`src/rtl/i2cm_pkg.sv`:
```
package i2cm_pkg;
  localparam int CB_EN  = 6;
  localparam int CB_STA = 5;
  localparam int CB_STO = 4;
  localparam int CB_SI  = 3;
  localparam int CB_AA  = 2;

  localparam logic [7:0] ST_START   = 8'h08;
  localparam logic [7:0] ST_RSTART  = 8'h10;
  localparam logic [7:0] ST_AW_ACK  = 8'h18;
  localparam logic [7:0] ST_AW_NAK  = 8'h20;
  localparam logic [7:0] ST_DW_ACK  = 8'h28;
  localparam logic [7:0] ST_DW_NAK  = 8'h30;
  localparam logic [7:0] ST_LOST    = 8'h38;
  localparam logic [7:0] ST_AR_ACK  = 8'h40;
  localparam logic [7:0] ST_AR_NAK  = 8'h48;
  localparam logic [7:0] ST_DR_ACK  = 8'h50;
  localparam logic [7:0] ST_DR_NAK  = 8'h58;
  localparam logic [7:0] ST_NONE    = 8'hF8;

  typedef enum logic [3:0] {
    PH_IDLE, PH_STA_SU, PH_STA_HD, PH_HOLD, PH_BIT_LO, PH_BIT_HI,
    PH_RS_LO, PH_STO_LO, PH_STO_HI, PH_STO_END
  } phase_t;
endpackage

```
`src/rtl/i2cm_ctl_reg.sv`:
```
module i2cm_ctl_reg
  import i2cm_pkg::*;
#(
  parameter int W = 8
) (
  input  logic         clk,
  input  logic         rst_n,
  input  logic         set_we,
  input  logic         clr_we,
  input  logic [W-1:0] wdata,
  input  logic         hw_si_set,
  input  logic         hw_sto_clr,
  output logic [W-1:0] ctl_q
);
  localparam logic [W-1:0] IMPL   = W'((1 << CB_EN) | (1 << CB_STA) | (1 << CB_STO) |
                                       (1 << CB_SI) | (1 << CB_AA));
  localparam logic [W-1:0] SW_SET = IMPL & ~W'(1 << CB_SI);

  logic [W-1:0] nx;

  always_comb begin
    nx = ctl_q;
    if (set_we) nx = nx | (wdata & SW_SET);
    if (clr_we) nx = nx & ~wdata;
    if (hw_sto_clr) nx[CB_STO] = 1'b0;
    if (hw_si_set)  nx[CB_SI]  = 1'b1;
    if (!nx[CB_EN]) begin
      nx[CB_STA] = 1'b0;
      nx[CB_STO] = 1'b0;
      nx[CB_SI]  = 1'b0;
    end
    nx = nx & IMPL;
  end

  always_ff @(posedge clk or negedge rst_n) begin
    if (!rst_n) ctl_q <= '0;
    else        ctl_q <= nx;
  end


  si_hw_only_chk: assert property (@(posedge clk) disable iff (!rst_n)
    $rose(ctl_q[CB_SI]) |-> $past(hw_si_set));


  sto_clear_src_chk: assert property (@(posedge clk) disable iff (!rst_n)
    $fell(ctl_q[CB_STO]) |-> ($past(hw_sto_clr || (clr_we && wdata[CB_STO])) || !ctl_q[CB_EN]));
endmodule

```
`src/rtl/i2cm_phase_timer.sv`:
```
module i2cm_phase_timer #(
  parameter int CW = 16
) (
  input  logic          clk,
  input  logic          rst_n,
  input  logic          load,
  input  logic [CW-1:0] load_val,
  output logic          done
);
  logic [CW-1:0] cnt;

  always_ff @(posedge clk or negedge rst_n) begin
    if (!rst_n)          cnt <= '0;
    else if (load)       cnt <= (load_val == '0) ? '0 : load_val - CW'(1);
    else if (cnt != '0)  cnt <= cnt - CW'(1);
  end

  assign done = (cnt == '0);
endmodule

```
`src/rtl/i2c_status_master.sv`:
```
module i2c_status_master
  import i2cm_pkg::*;
#(
  parameter int CNT_W = 16
) (
  input  logic             clk,
  input  logic             rst_n,
  input  logic             ctl_set_we,
  input  logic             ctl_clr_we,
  input  logic [7:0]       ctl_wdata,
  output logic [7:0]       ctl_q,
  output logic [7:0]       stat_q,
  input  logic             dat_we,
  input  logic [7:0]       dat_wdata,
  output logic [7:0]       dat_q,
  input  logic [CNT_W-1:0] scl_low_cnt,
  input  logic [CNT_W-1:0] scl_high_cnt,
  input  logic             scl_in,
  input  logic             sda_in,
  output logic             scl_drive_low,
  output logic             sda_drive_low
);
  localparam int BITS  = 8;
  localparam int BIT_W = $clog2(BITS + 1);
  localparam logic [BIT_W-1:0] ACK_BIT = BIT_W'(BITS);

  phase_t st, st_n;
  logic [BIT_W-1:0] bitn, bitn_n;
  logic [7:0] sh, sh_n, code, code_n;
  logic btx, btx_n, rxm, rxm_n, first, first_n, onbus, onbus_n, sda_drv, sda_n;
  logic si_set, sto_clr, dat_load, tdone, tload;
  logic [CNT_W-1:0] tval;
  logic en, sta, sto, si, aa;

  assign en  = ctl_q[CB_EN];
  assign sta = ctl_q[CB_STA];
  assign sto = ctl_q[CB_STO];
  assign si  = ctl_q[CB_SI];
  assign aa  = ctl_q[CB_AA];

  i2cm_ctl_reg #(.W(8)) u_ctl (
    .clk(clk), .rst_n(rst_n), .set_we(ctl_set_we), .clr_we(ctl_clr_we),
    .wdata(ctl_wdata), .hw_si_set(si_set), .hw_sto_clr(sto_clr), .ctl_q(ctl_q)
  );

  assign tload = (st_n != st);
  assign tval  = (st_n inside {PH_BIT_LO, PH_RS_LO, PH_STO_LO}) ? scl_low_cnt : scl_high_cnt;

  i2cm_phase_timer #(.CW(CNT_W)) u_tmr (
    .clk(clk), .rst_n(rst_n), .load(tload), .load_val(tval), .done(tdone)
  );

  always_comb begin
    st_n = st; bitn_n = bitn; sh_n = sh; btx_n = btx; rxm_n = rxm;
    first_n = first; onbus_n = onbus; sda_n = sda_drv; code_n = code;
    si_set = 1'b0; sto_clr = 1'b0; dat_load = 1'b0;
    case (st)
      PH_IDLE: begin
        sda_n = 1'b0;
        if (sto) sto_clr = 1'b1;
        else if (sta && !si && scl_in && sda_in) st_n = PH_STA_SU;
      end
      PH_STA_SU: if (tdone) begin st_n = PH_STA_HD; sda_n = 1'b1; end
      PH_STA_HD: if (tdone) begin
        st_n = PH_HOLD; code_n = onbus ? ST_RSTART : ST_START;
        onbus_n = 1'b1; first_n = 1'b1; si_set = 1'b1;
      end
      PH_HOLD: if (!si) begin
        if (sto)      st_n = PH_STO_LO;
        else if (sta) st_n = PH_RS_LO;
        else begin
          st_n = PH_BIT_LO; bitn_n = '0;
          if (first || !rxm) begin
            btx_n = 1'b1; sh_n = dat_q;
            if (first) rxm_n = dat_q[0];
          end else btx_n = 1'b0;
        end
      end
      PH_BIT_LO: begin
        sda_n = (bitn == ACK_BIT) ? (!btx && aa) : (btx && !sh[7]);
        if (tdone) st_n = PH_BIT_HI;
      end
      PH_BIT_HI: if (tdone && scl_in) begin
        if (bitn != ACK_BIT) begin
          if (btx && !sda_drv && !sda_in) begin
            st_n = PH_IDLE; code_n = ST_LOST; si_set = 1'b1;
            onbus_n = 1'b0; sda_n = 1'b0;
          end else begin
            sh_n = {sh[6:0], sda_in}; bitn_n = bitn + BIT_W'(1); st_n = PH_BIT_LO;
          end
        end else begin
          st_n = PH_HOLD; si_set = 1'b1; first_n = 1'b0;
          if (btx) begin
            if (first) code_n = rxm ? (sda_in ? ST_AR_NAK : ST_AR_ACK)
                                    : (sda_in ? ST_AW_NAK : ST_AW_ACK);
            else       code_n = sda_in ? ST_DW_NAK : ST_DW_ACK;
          end else begin
            code_n = sda_in ? ST_DR_NAK : ST_DR_ACK;
            dat_load = 1'b1;
          end
        end
      end
      PH_RS_LO:  begin sda_n = 1'b0; if (tdone) st_n = PH_STA_SU; end
      PH_STO_LO: begin sda_n = 1'b1; if (tdone) st_n = PH_STO_HI; end
      PH_STO_HI: if (tdone && scl_in) begin st_n = PH_STO_END; sda_n = 1'b0; end
      PH_STO_END: if (tdone) begin st_n = PH_IDLE; sto_clr = 1'b1; onbus_n = 1'b0; end
      default: st_n = PH_IDLE;
    endcase
    if (!en) begin
      st_n = PH_IDLE; sda_n = 1'b0; onbus_n = 1'b0;
      si_set = 1'b0; sto_clr = 1'b0; dat_load = 1'b0;
    end
  end

  always_ff @(posedge clk or negedge rst_n) begin
    if (!rst_n) begin
      st <= PH_IDLE; bitn <= '0; sh <= '0; btx <= 1'b0; rxm <= 1'b0;
      first <= 1'b0; onbus <= 1'b0; sda_drv <= 1'b0; code <= ST_NONE; dat_q <= '0;
    end else begin
      st <= st_n; bitn <= bitn_n; sh <= sh_n; btx <= btx_n; rxm <= rxm_n;
      first <= first_n; onbus <= onbus_n; sda_drv <= sda_n; code <= code_n;
      if (dat_load)    dat_q <= sh;
      else if (dat_we) dat_q <= dat_wdata;
    end
  end

  assign scl_drive_low = st inside {PH_BIT_LO, PH_HOLD, PH_RS_LO, PH_STO_LO};
  assign sda_drive_low = sda_drv;
  assign stat_q        = si ? code : ST_NONE;


  hold_scl_low_chk: assert property (@(posedge clk) disable iff (!rst_n)
    (si && onbus) |-> scl_drive_low);


  hold_sda_still_chk: assert property (@(posedge clk) disable iff (!rst_n)
    (si && onbus && $past(si && onbus)) |-> $stable(sda_drive_low));


  sda_high_change_chk: assert property (@(posedge clk) disable iff (!rst_n)
    (!scl_drive_low && !$past(scl_drive_low) && !$stable(sda_drive_low))
      |-> (st inside {PH_STA_HD, PH_STO_END, PH_IDLE}));
endmodule

```
`config.mk`:
```
export PLATFORM = sky130hd
export DESIGN_NAME = i2c_status_master
export DESIGN_NICKNAME = d
export VERILOG_FILES = /design/src/rtl/i2cm_pkg.sv /design/src/rtl/i2cm_ctl_reg.sv /design/src/rtl/i2cm_phase_timer.sv /design/src/rtl/i2c_status_master.sv
export SDC_FILE = /design/constraint.sdc
export NUM_CORES = 1
export LEC_CHECK = 0
export ABC_AREA = 1
export ABC_CLOCK_PERIOD_IN_PS = 3700
export BUFFER_PORTS_ARGS = -buffer_cell sky130_fd_sc_hd__buf_2
export CAP_MARGIN = 5
export CORE_MARGIN = 4
export CORE_UTILIZATION = 55
export CTS_BUF_LIST = sky130_fd_sc_hd__clkbuf_8
export CTS_CLUSTER_SIZE = 14
export DETAILED_ROUTE_END_ITERATION = 8
export PLACE_DENSITY_LB_ADDON = 0.1
export SLEW_MARGIN = 40
export SYNTH_ARGS = -nofsm -noshare
export SYNTH_HDL_FRONTEND = slang
export SYNTH_SLANG_ARGS = --single-unit
```
`constraint.sdc`:
```
create_clock -name clk -period 3.7 [get_ports clk]
set_input_delay 0.37 -clock clk [delete_from_list [all_inputs] [get_ports clk]]
set_output_delay 0.37 -clock clk [all_outputs]
set_load 0.005 [all_outputs]
```
==> results of run 1 <==
==> registers in the layout, indices dropped and copies added (netlist names), 4 cells and up <==
name and flops:
dat_q 8, sh 8, st 4, u_ctl.ctl_q 5, bitn 4, u_tmr.cnt 16
code 5
==> layout by cell type (no fill, tap or decap), drive strengths merged, types with 6 or more instances in the layout <==
| master | count |
|---|---|
| nand2 | 172 |
| inv | 91 |
| buf | 78 |
| nor2 | 74 |
| nand3 | 68 |
| dfrtp | 50 |
| o21ai | 49 |
| a21oi | 35 |
| o211ai | 17 |
| nand3b | 16 |
| xor2 | 13 |
| ha | 7 |
| conb | 6 |
==> layer usage <==
layer  up-vias  share of wire
li1       2224              -
met1      1997           0.42
met4         0          0.018
met5         -              0
met2       114           0.51
met3        17          0.044
==> worst max path at each step <==
stage | from | end | slack (ns)
2_1_floorplan | u_tmr.cnt[0] | u_tmr.cnt[12] | 0.84
3_3_place_gp | u_tmr.cnt[0] | u_tmr.cnt[8] | 0.64
3_5_place_dp | u_tmr.cnt[0] | u_tmr.cnt[8] | 0.60
4_1_cts | u_tmr.cnt[0] | u_tmr.cnt[8] | 0.57
5_1_grt | u_tmr.cnt[0] | u_tmr.cnt[9] | 0.18
6_report | u_tmr.cnt[0] | u_tmr.cnt[6] | 0.52
==> per-stage QoR <==
stage          hold slack [ns]  utilization  cells  setup WS (ns)
4_1_cts                 0.0487        0.631    817          0.574
3_3_place_gp             0.439        0.619    809          0.642
2_1_floorplan           0.0744            -    655          0.838
3_5_place_dp             0.398        0.619    809          0.598
5_1_grt                 0.0623        0.631    817          0.178
6_report                0.0290        0.631    817          0.522
==> layout make-up <==
type,count,area share
Clock buffer,5,0.0140
Clock inverter,3,0.00485
Inverter,91,0.0712
Multi-Input combinational cell,483,0.518
Sequential cell,55,0.282
Tap cell,102,0.0260
Timing Repair Buffer,78,0.0837
==> worst reg2reg max path, cell delays in order, from the launching register on <==
cell	delay [ns]
dfrtp_1	0.40
inv_1	0.14
ha_1	0.19
nand3_1	0.09
nor2_2	0.21
nand2_4	0.10
nor2_1	0.17
o21ai_1	0.12
nand3_2	0.12
nand3_4	0.11
nand2_4	0.10
buf_4	0.25
nand2_1	0.09
nand2_1	0.09
nand2_1	0.10
nor2_2	0.25
nand2_1	0.11
nor2_2	0.13
nor2_4	0.10
nand2_1	0.11
a21oi_1	0.07
==> cell families after synthesis <==
logic type / after synthesis / synth area share
buffers and inverters: 117 / 0.119
XOR/XNOR: 14 / 0.0277
AND/OR/NAND/NOR: 344 / 0.374
flip-flops: 55 / 0.312
adder cells (fa/ha/maj): 7 / 0.0198
other: 1 / 0.000846
AO/OA/AOI/OAI: 112 / 0.147
==> power groups by stage <==
stage | Combinational, uW | Clock [uW] | Sequential [uW]
floorplan | 386 | 0 | 786
global placement | 490 | 0 | 802
detailed placement | 505 | 0 | 808
CTS | 508 | 371 | 795
global route | 585 | 400 | 817
finish | 508 | 364 | 796
==> impl_results.md, run 1 <==
* Outcome: finished clean
* Max_cap viols at 0
* Clk slew on worst S/H paths at 0.11 ns
* Most area-consuming cells after synthesis: dfrtp_1 (28%), nand2_1 (14%), inv_1 (7.3%), nand3_1 (7.1%), o21ai_0 (5.3%)
* Core Rows at 32
* Final setup vio count at 0
* CP max stage delay at 0.40 ns
* Clock Power Share at 0.218
* Hold Vio Cnt, Final at 0
* CP startpoint kind: register
* DP Wirelength at 8590 um
* GR Util met2 at 0.428
* Grt total ovfl at 0
* Most common cell in the netlist: nand2_1
* Leak at 0.00252 uW
* Min Tclk post-route at 3.18 ns
* Worst setup EP type: register
* Crit share post-route at 0.859
* Top cells by count, synth: nand2_1 (161), inv_1 (86), nand3_1 (63)
* Initial Util at 0.570
* Worst-Margin Slew at 0.619 ns
* Most frequent CP cell: nand2_1
* Switching Share at 0.374
* R2r startpoint: u_tmr.cnt[0]
* Mapped Avg Cell Area at 6.82 um2
* Int Pwr at 1050 uW
* Total power at 1670 uW
* Final Wtd Congestion at 0.944
* Share of the yosys chip area belonging to registers at 0.312
* EDFF count, synth at 0
* Horiz. Die Dim at 97.8 um
* Clk_skew at 0.00995 ns
* Mapped Cells at 650
* Area added between synthesis and finish at 10.7%
* Flop pwr share at 0.477
* Yosys top cell area share at 0.282
* Share of layout cells above drive strength 1 at 0.201
* Final ANT Viol Nets at 0
* Worst R2R End: u_tmr.cnt[6]
* Yosys top cell by area: dfrtp_1
* Fin. max-slew vios at 0
* Synth Cell Area at 4430 um2
* Clock buffer count from CTS at 5
* Crit. path cell count at 20
* Worst-path cell chain: inv_1, ha_1, nand3_1, nor2_2, nand2_4, nor2_1, o21ai_1, nand3_2, nand3_4, nand2_4, buf_4, nand2_1, nand2_1, nand2_1, nor2_2, nand2_1, nor2_2, nor2_4, nand2_1, a21oi_1
* Max Clk Rate at 315 MHz
* Critical path type: reg2reg
* RSZ-0062 raised after global routing: no
* Flop2flop setup slack at 0.52 ns
* Cell variety after synth at 50
* Max VDD drop at 0.270 mV
* Critical Path AT at 3.38 ns
* Area of the multi-input gates at 2540 um2
* Gr usage total at 0.231
* First-pass GRT wire length at 18700 um
* Synth Warn # at 0
* Nets at 776
* Initial antenna violation count at 0
* Ant diodes at 0
* Register area at 1380 um2
* Pwr dens at 340 nW/um2
* CTS Sinks at 55
* Top fanout value on the critical path at 25
* PortBufs at 71
* Die Y at 97.8 um
* Drt wl/cell at 13.4 um
* Area of the die at 9560 um2
* Global routing's busiest layer: met2
* Main flop type after synthesis: dfrtp_1
* Post CTS Setup Buffer Count at 0
* Routed WL at 11000 um
* Setup TNS at 0 ns
* DRT iter0 DRCs at 189
* Hold Crit Class: in2async
* CP delay by family, top: simple AND/OR/NAND/NOR gates
* Slew HR at 0.583
* Logic pwr share at 0.305
* Pin count of the biggest net entering global routing at 44
* Drt first pass iters at 5
* Post-synth ARST share at 1.00
* IO Count at 81
* Fill cells at 736
* Net switching power at 623 uW
* CP bufs+invs at 2
* Placed cell areas at 4810 um2
* H-tree levels at 2
* Hold-fix buffers, CTS at 0
* Via count at 4352
* Clk buf depth at 2
* Core area at 7770 um2
* #FFs+latches synth at 55
* # resized after CTS at 0
* Worst reg-to-reg path cell count at 20
* Root buffer cell: clkbuf_8
* Worst skew pair latency at 0.32 ns
* Final Cell Area at 4900 um2
* Met1 Use GR at 0.278
* Vias in the first global route at 4174
* Met3 Use GR at 0.0336
* Worst EP required at 3.90 ns
* Average vias per placed instance at 5.33
* CTS tree: built
* Crit-path slowest cell: dfrtp_1
* DRC errors left at 0
Note: power is estimated with default switching activity, not from simulation.
==> run 2: changes to the inputs <==
Settings changed: ABC_AREA 1 to default, CTS_CLUSTER_DIAMETER from default to 50.
==> run 2 against run 1 <==
  * Global-route usage is 2.9 points higher
  * Hold slack worse by 0.013 ns
  * Critical path depth is 2 lower
  * Flip-flop and latch count stayed put
  * Final area is 9.4% higher
  * Worst setup slack worse by 0.46 ns
  * Sequential share of layout area is 2.4 points lower
  * Cell count is 12% lower
  * Wire length is 6.6% higher
  * Die area is 6.1% lower
  * Maximum frequency is 13% lower
  * Largest power group is now combinational cells
==> impl_results.md, run 2 <==
* Outcome: finished clean
* Commonest cells after routing, fill and taps aside: buf_4 (72), buf_2 (70), nor2_1 (57)
* CP max stage delay at 0.41 ns (about the same)
* Yosys top cell by area: dfrtp_1
* Core area at 7290 um2 (-6.1%)
* Drt wl/cell at 16.3 um (+21%)
* Worst-path cell chain: inv_2, ha_4, nor3b_4, nand4_4, a211o_1, a21o_1, a21oi_4, mux2_4, inv_4, ha_4, nand3b_1, or2_4, nor4_4, nand2_1, a21oi_2, a221o_1, buf_6, o22ai_2
* Setup TNS at 0 ns (unchanged)
* Clk slew on worst S/H paths at 0.10 ns (about the same)
* Clk buf depth at 2 (unchanged)
* Total power at 2110 uW (+26%)
* Largest family of logic cells by synthesized area: simple AND/OR/NAND/NOR gates
* Synth Area in Adders at 0.0212 (+0.00140)
* Mapped Avg Cell Area at 8.39 um2 (+23%)
* Min Tclk post-route at 3.64 ns (+0.458 ns)
* CP startpoint kind: register
* Largest regs: u_tmr.cnt (16), dat_q (8), sh (8)
* Main flop type after synthesis: dfrtp_1
* Drt first pass iters at 5 (unchanged)
* Worst EP required at 3.87 ns (-0.03 ns)
* Critical path type: reg2reg
* Pwr dens at 393 nW/um2 (+16%)
* Post-synthesis simple-gate area fraction at 0.270 (-0.103)
* Worst skew pair latency at 0.31 ns (about the same)
* Max VDD drop at 0.253 mV (-6.2%)
* Hold Crit Class: in2async
* Nets at 682 (-12%)
* Top cells by count, synth: nor2_1 (58), nand2_1 (56), dfrtp_1 (50)
* Clock buffer count from CTS at 5 (unchanged)
* Initial Util at 0.567 (-0.00296)
* Most common cell in the netlist: nor2_1
* PortBufs at 71 (unchanged)
* Crit share post-route at 0.983 (+0.124)
* Area of the die at 8970 um2 (-6.1%)
* DP Wirelength at 8340 um (-2.9%)
* Mapped Cells at 493 (-24%)
* Synth Area in Compound Gates at 0.179 (+0.0327)
* DRC errors left at 0 (unchanged)
* Average vias per placed instance at 5.78 (+8.4%)
* Core Rows at 31 (-3.1%)
* Routed WL at 11700 um (+6.6%)
* Synth Cell Area at 4140 um2 (-6.6%)
* Top fanout value on the critical path at 6 (-76%)
* #FFs+latches synth at 55 (unchanged)
* Cell variety after synth at 64 (+28%)
* Hold Vio Cnt, Final at 0 (unchanged)
* Fill cells at 616 (-16%)
* Crit-path slowest cell: dfrtp_1
* Die Y at 94.7 um (-3.1%)
* Gr usage total at 0.260 (+0.0286)
* Max Clk Rate at 275 MHz (-13%)
* Ant diodes at 0 (unchanged)
* Most common cell after layout, fill and taps aside: buf_4
* Worst-Margin Slew at 0.703 ns (+0.0833 ns)
* Layout Utilization at 0.736 (+0.104)
* CTS Sinks at 55 (unchanged)
* Final setup vio count at 0 (unchanged)
* Final ANT Viol Nets at 0 (unchanged)
* Share of the yosys chip area belonging to registers at 0.334 (+0.0221)
* RSZ-0062 raised after global routing: yes
* Root buffer cell: clkbuf_8
* Horiz. Die Dim at 94.7 um (-3.1%)
* Yosys top cell area share at 0.302 (+0.0200)
* Area share of xor/xnor cells in the synthesized design at 0.0844 (+0.0567)
* Via count at 4158 (-4.5%)
* Final Wtd Congestion at 0.923 (-2.2%)
* Share of layout cells above drive strength 1 at 0.340 (+0.138)
* IO Count at 81 (unchanged)
* Fin Hold WS at 0.0155 ns (-0.0135 ns)
* Number of flip-flops in the largest register at 16 (unchanged)
* Largest register by flop count: u_tmr.cnt
* Most frequent CP cell: ha_4
* Final Cell Area at 5360 um2 (+9.4%)
* Worst setup EP type: register
* H-tree levels at 2 (unchanged)
* Clk_skew at 0.00929 ns (-0.000660 ns)
* Leak at 0.00237 uW (-6.3%)
* Critical Path AT at 3.81 ns (+0.43 ns)
* Pin count of the biggest net entering global routing at 41 (-6.8%)
* EDFF count, synth at 0 (unchanged)
* First-pass GRT wire length at 18700 um (-0.19%)
* CTS tree: built
* Vias in the first global route at 4002 (-4.1%)
* Placed cell areas at 4940 um2 (+2.8%)
* Initial antenna violation count at 0 (unchanged)
* Slew HR at 0.528 (-0.0553)
* Max_cap viols at 0 (unchanged)
* Hold-fix buffers, CTS at 0 (unchanged)
* DRT iter0 DRCs at 252 (+33%)
* Fin. max-slew vios at 0 (unchanged)
* Mux cell area share after synthesis at 0.0620 (+0.0620)
* Grt total ovfl at 0 (unchanged)
* Synth Warn # at 0 (unchanged)
* Register area at 1390 um2 (+0.18%)
* Post-synth ARST share at 1.00 (unchanged)
* Most area-consuming cells after synthesis: dfrtp_1 (30%), mux2i_1 (5.3%), nor2_1 (5.3%), nand2_1 (5.1%), xor2_1 (4.2%)
* Area of the multi-input gates at 2780 um2 (+9.3%)
* Area added between synthesis and finish at 29.6%
## run 2: path summary, 6_finish.rpt
kind                         startpoint        endpoint  slack [ns]  depth (start not counted)
setup / recovery           u_tmr.cnt[1]    u_tmr.cnt[4]        0.06                         18
hold / removal                    rst_n        dat_q[0]        0.02                          1
setup reg to reg           u_tmr.cnt[1]    u_tmr.cnt[4]        0.06                         18
hold reg to reg                 code[4]         code[4]        0.48                          2
max in group asynchronous         rst_n           st[0]        3.09                          2
min in group clk           ctl_wdata[2]  u_ctl.ctl_q[2]        0.24                          2
## run 2: where the power goes
group	internal (uW)	switching, uW
combinational	468	394
clock	204	202
sequential	706	134
## run 2: repair_timing
action / 4_1_cts / 5_1_grt
setup endpoints to repair: 16 / 16
pin swaps: 23 / 24
cloned: 1 / 0
gates resized for setup: 20 / 22
setup buffers: 13 / 11
## run 2: worst max-delay path, delay by kind of cell (launching register included)
kind / cells / cell delay (ns)
flops: 1 / 0.41
mux: 1 / 0.34
fa+ha+maj: 2 / 0.27
simple gates: 6 / 1.08
compound gates: 6 / 1.09
buf+inv: 3 / 0.31
## run 2: cell families (layout without fill, tap and decap cells)
| family | count (synthesis) | count (layout) |
|---|---|---|
| AO/OA/AOI/OAI | 108 | 108 |
| XOR/XNOR | 39 | 39 |
| adder cells (fa/ha/maj) | 7 | 7 |
| buffers and inverters | 41 | 164 |
| flip-flops | 55 | 55 |
| multiplexers | 25 | 25 |
| other | 1 | 6 |
| AND/OR/NAND/NOR | 217 | 217 |
## run 2: layer usage
layer / global-route usage / share of wire
met3: 0.0367 / 0.061
met4: 0.0817 / 0.017
met5: 0 / 0
met2: 0.440 / 0.50
met1: 0.343 / 0.42
## run 2: final cells by class
type / instances / share of cell area
timing repair buffer: 144 / 0.170
tap: 99 / 0.0231
clock inverter: 3 / 0.00863
multi-input combinational: 402 / 0.518
clock buffer: 5 / 0.0128
inverter: 12 / 0.00886
sequential: 55 / 0.258
## run 2: per-stage QoR
step	setup WS, ns	instances
3_5_place_dp	-0.285	691
5_1_grt	-0.145	720
4_1_cts	-0.0662	712
6_report	0.0637	720
2_1_floorplan	-0.238	498
3_3_place_gp	-0.121	691
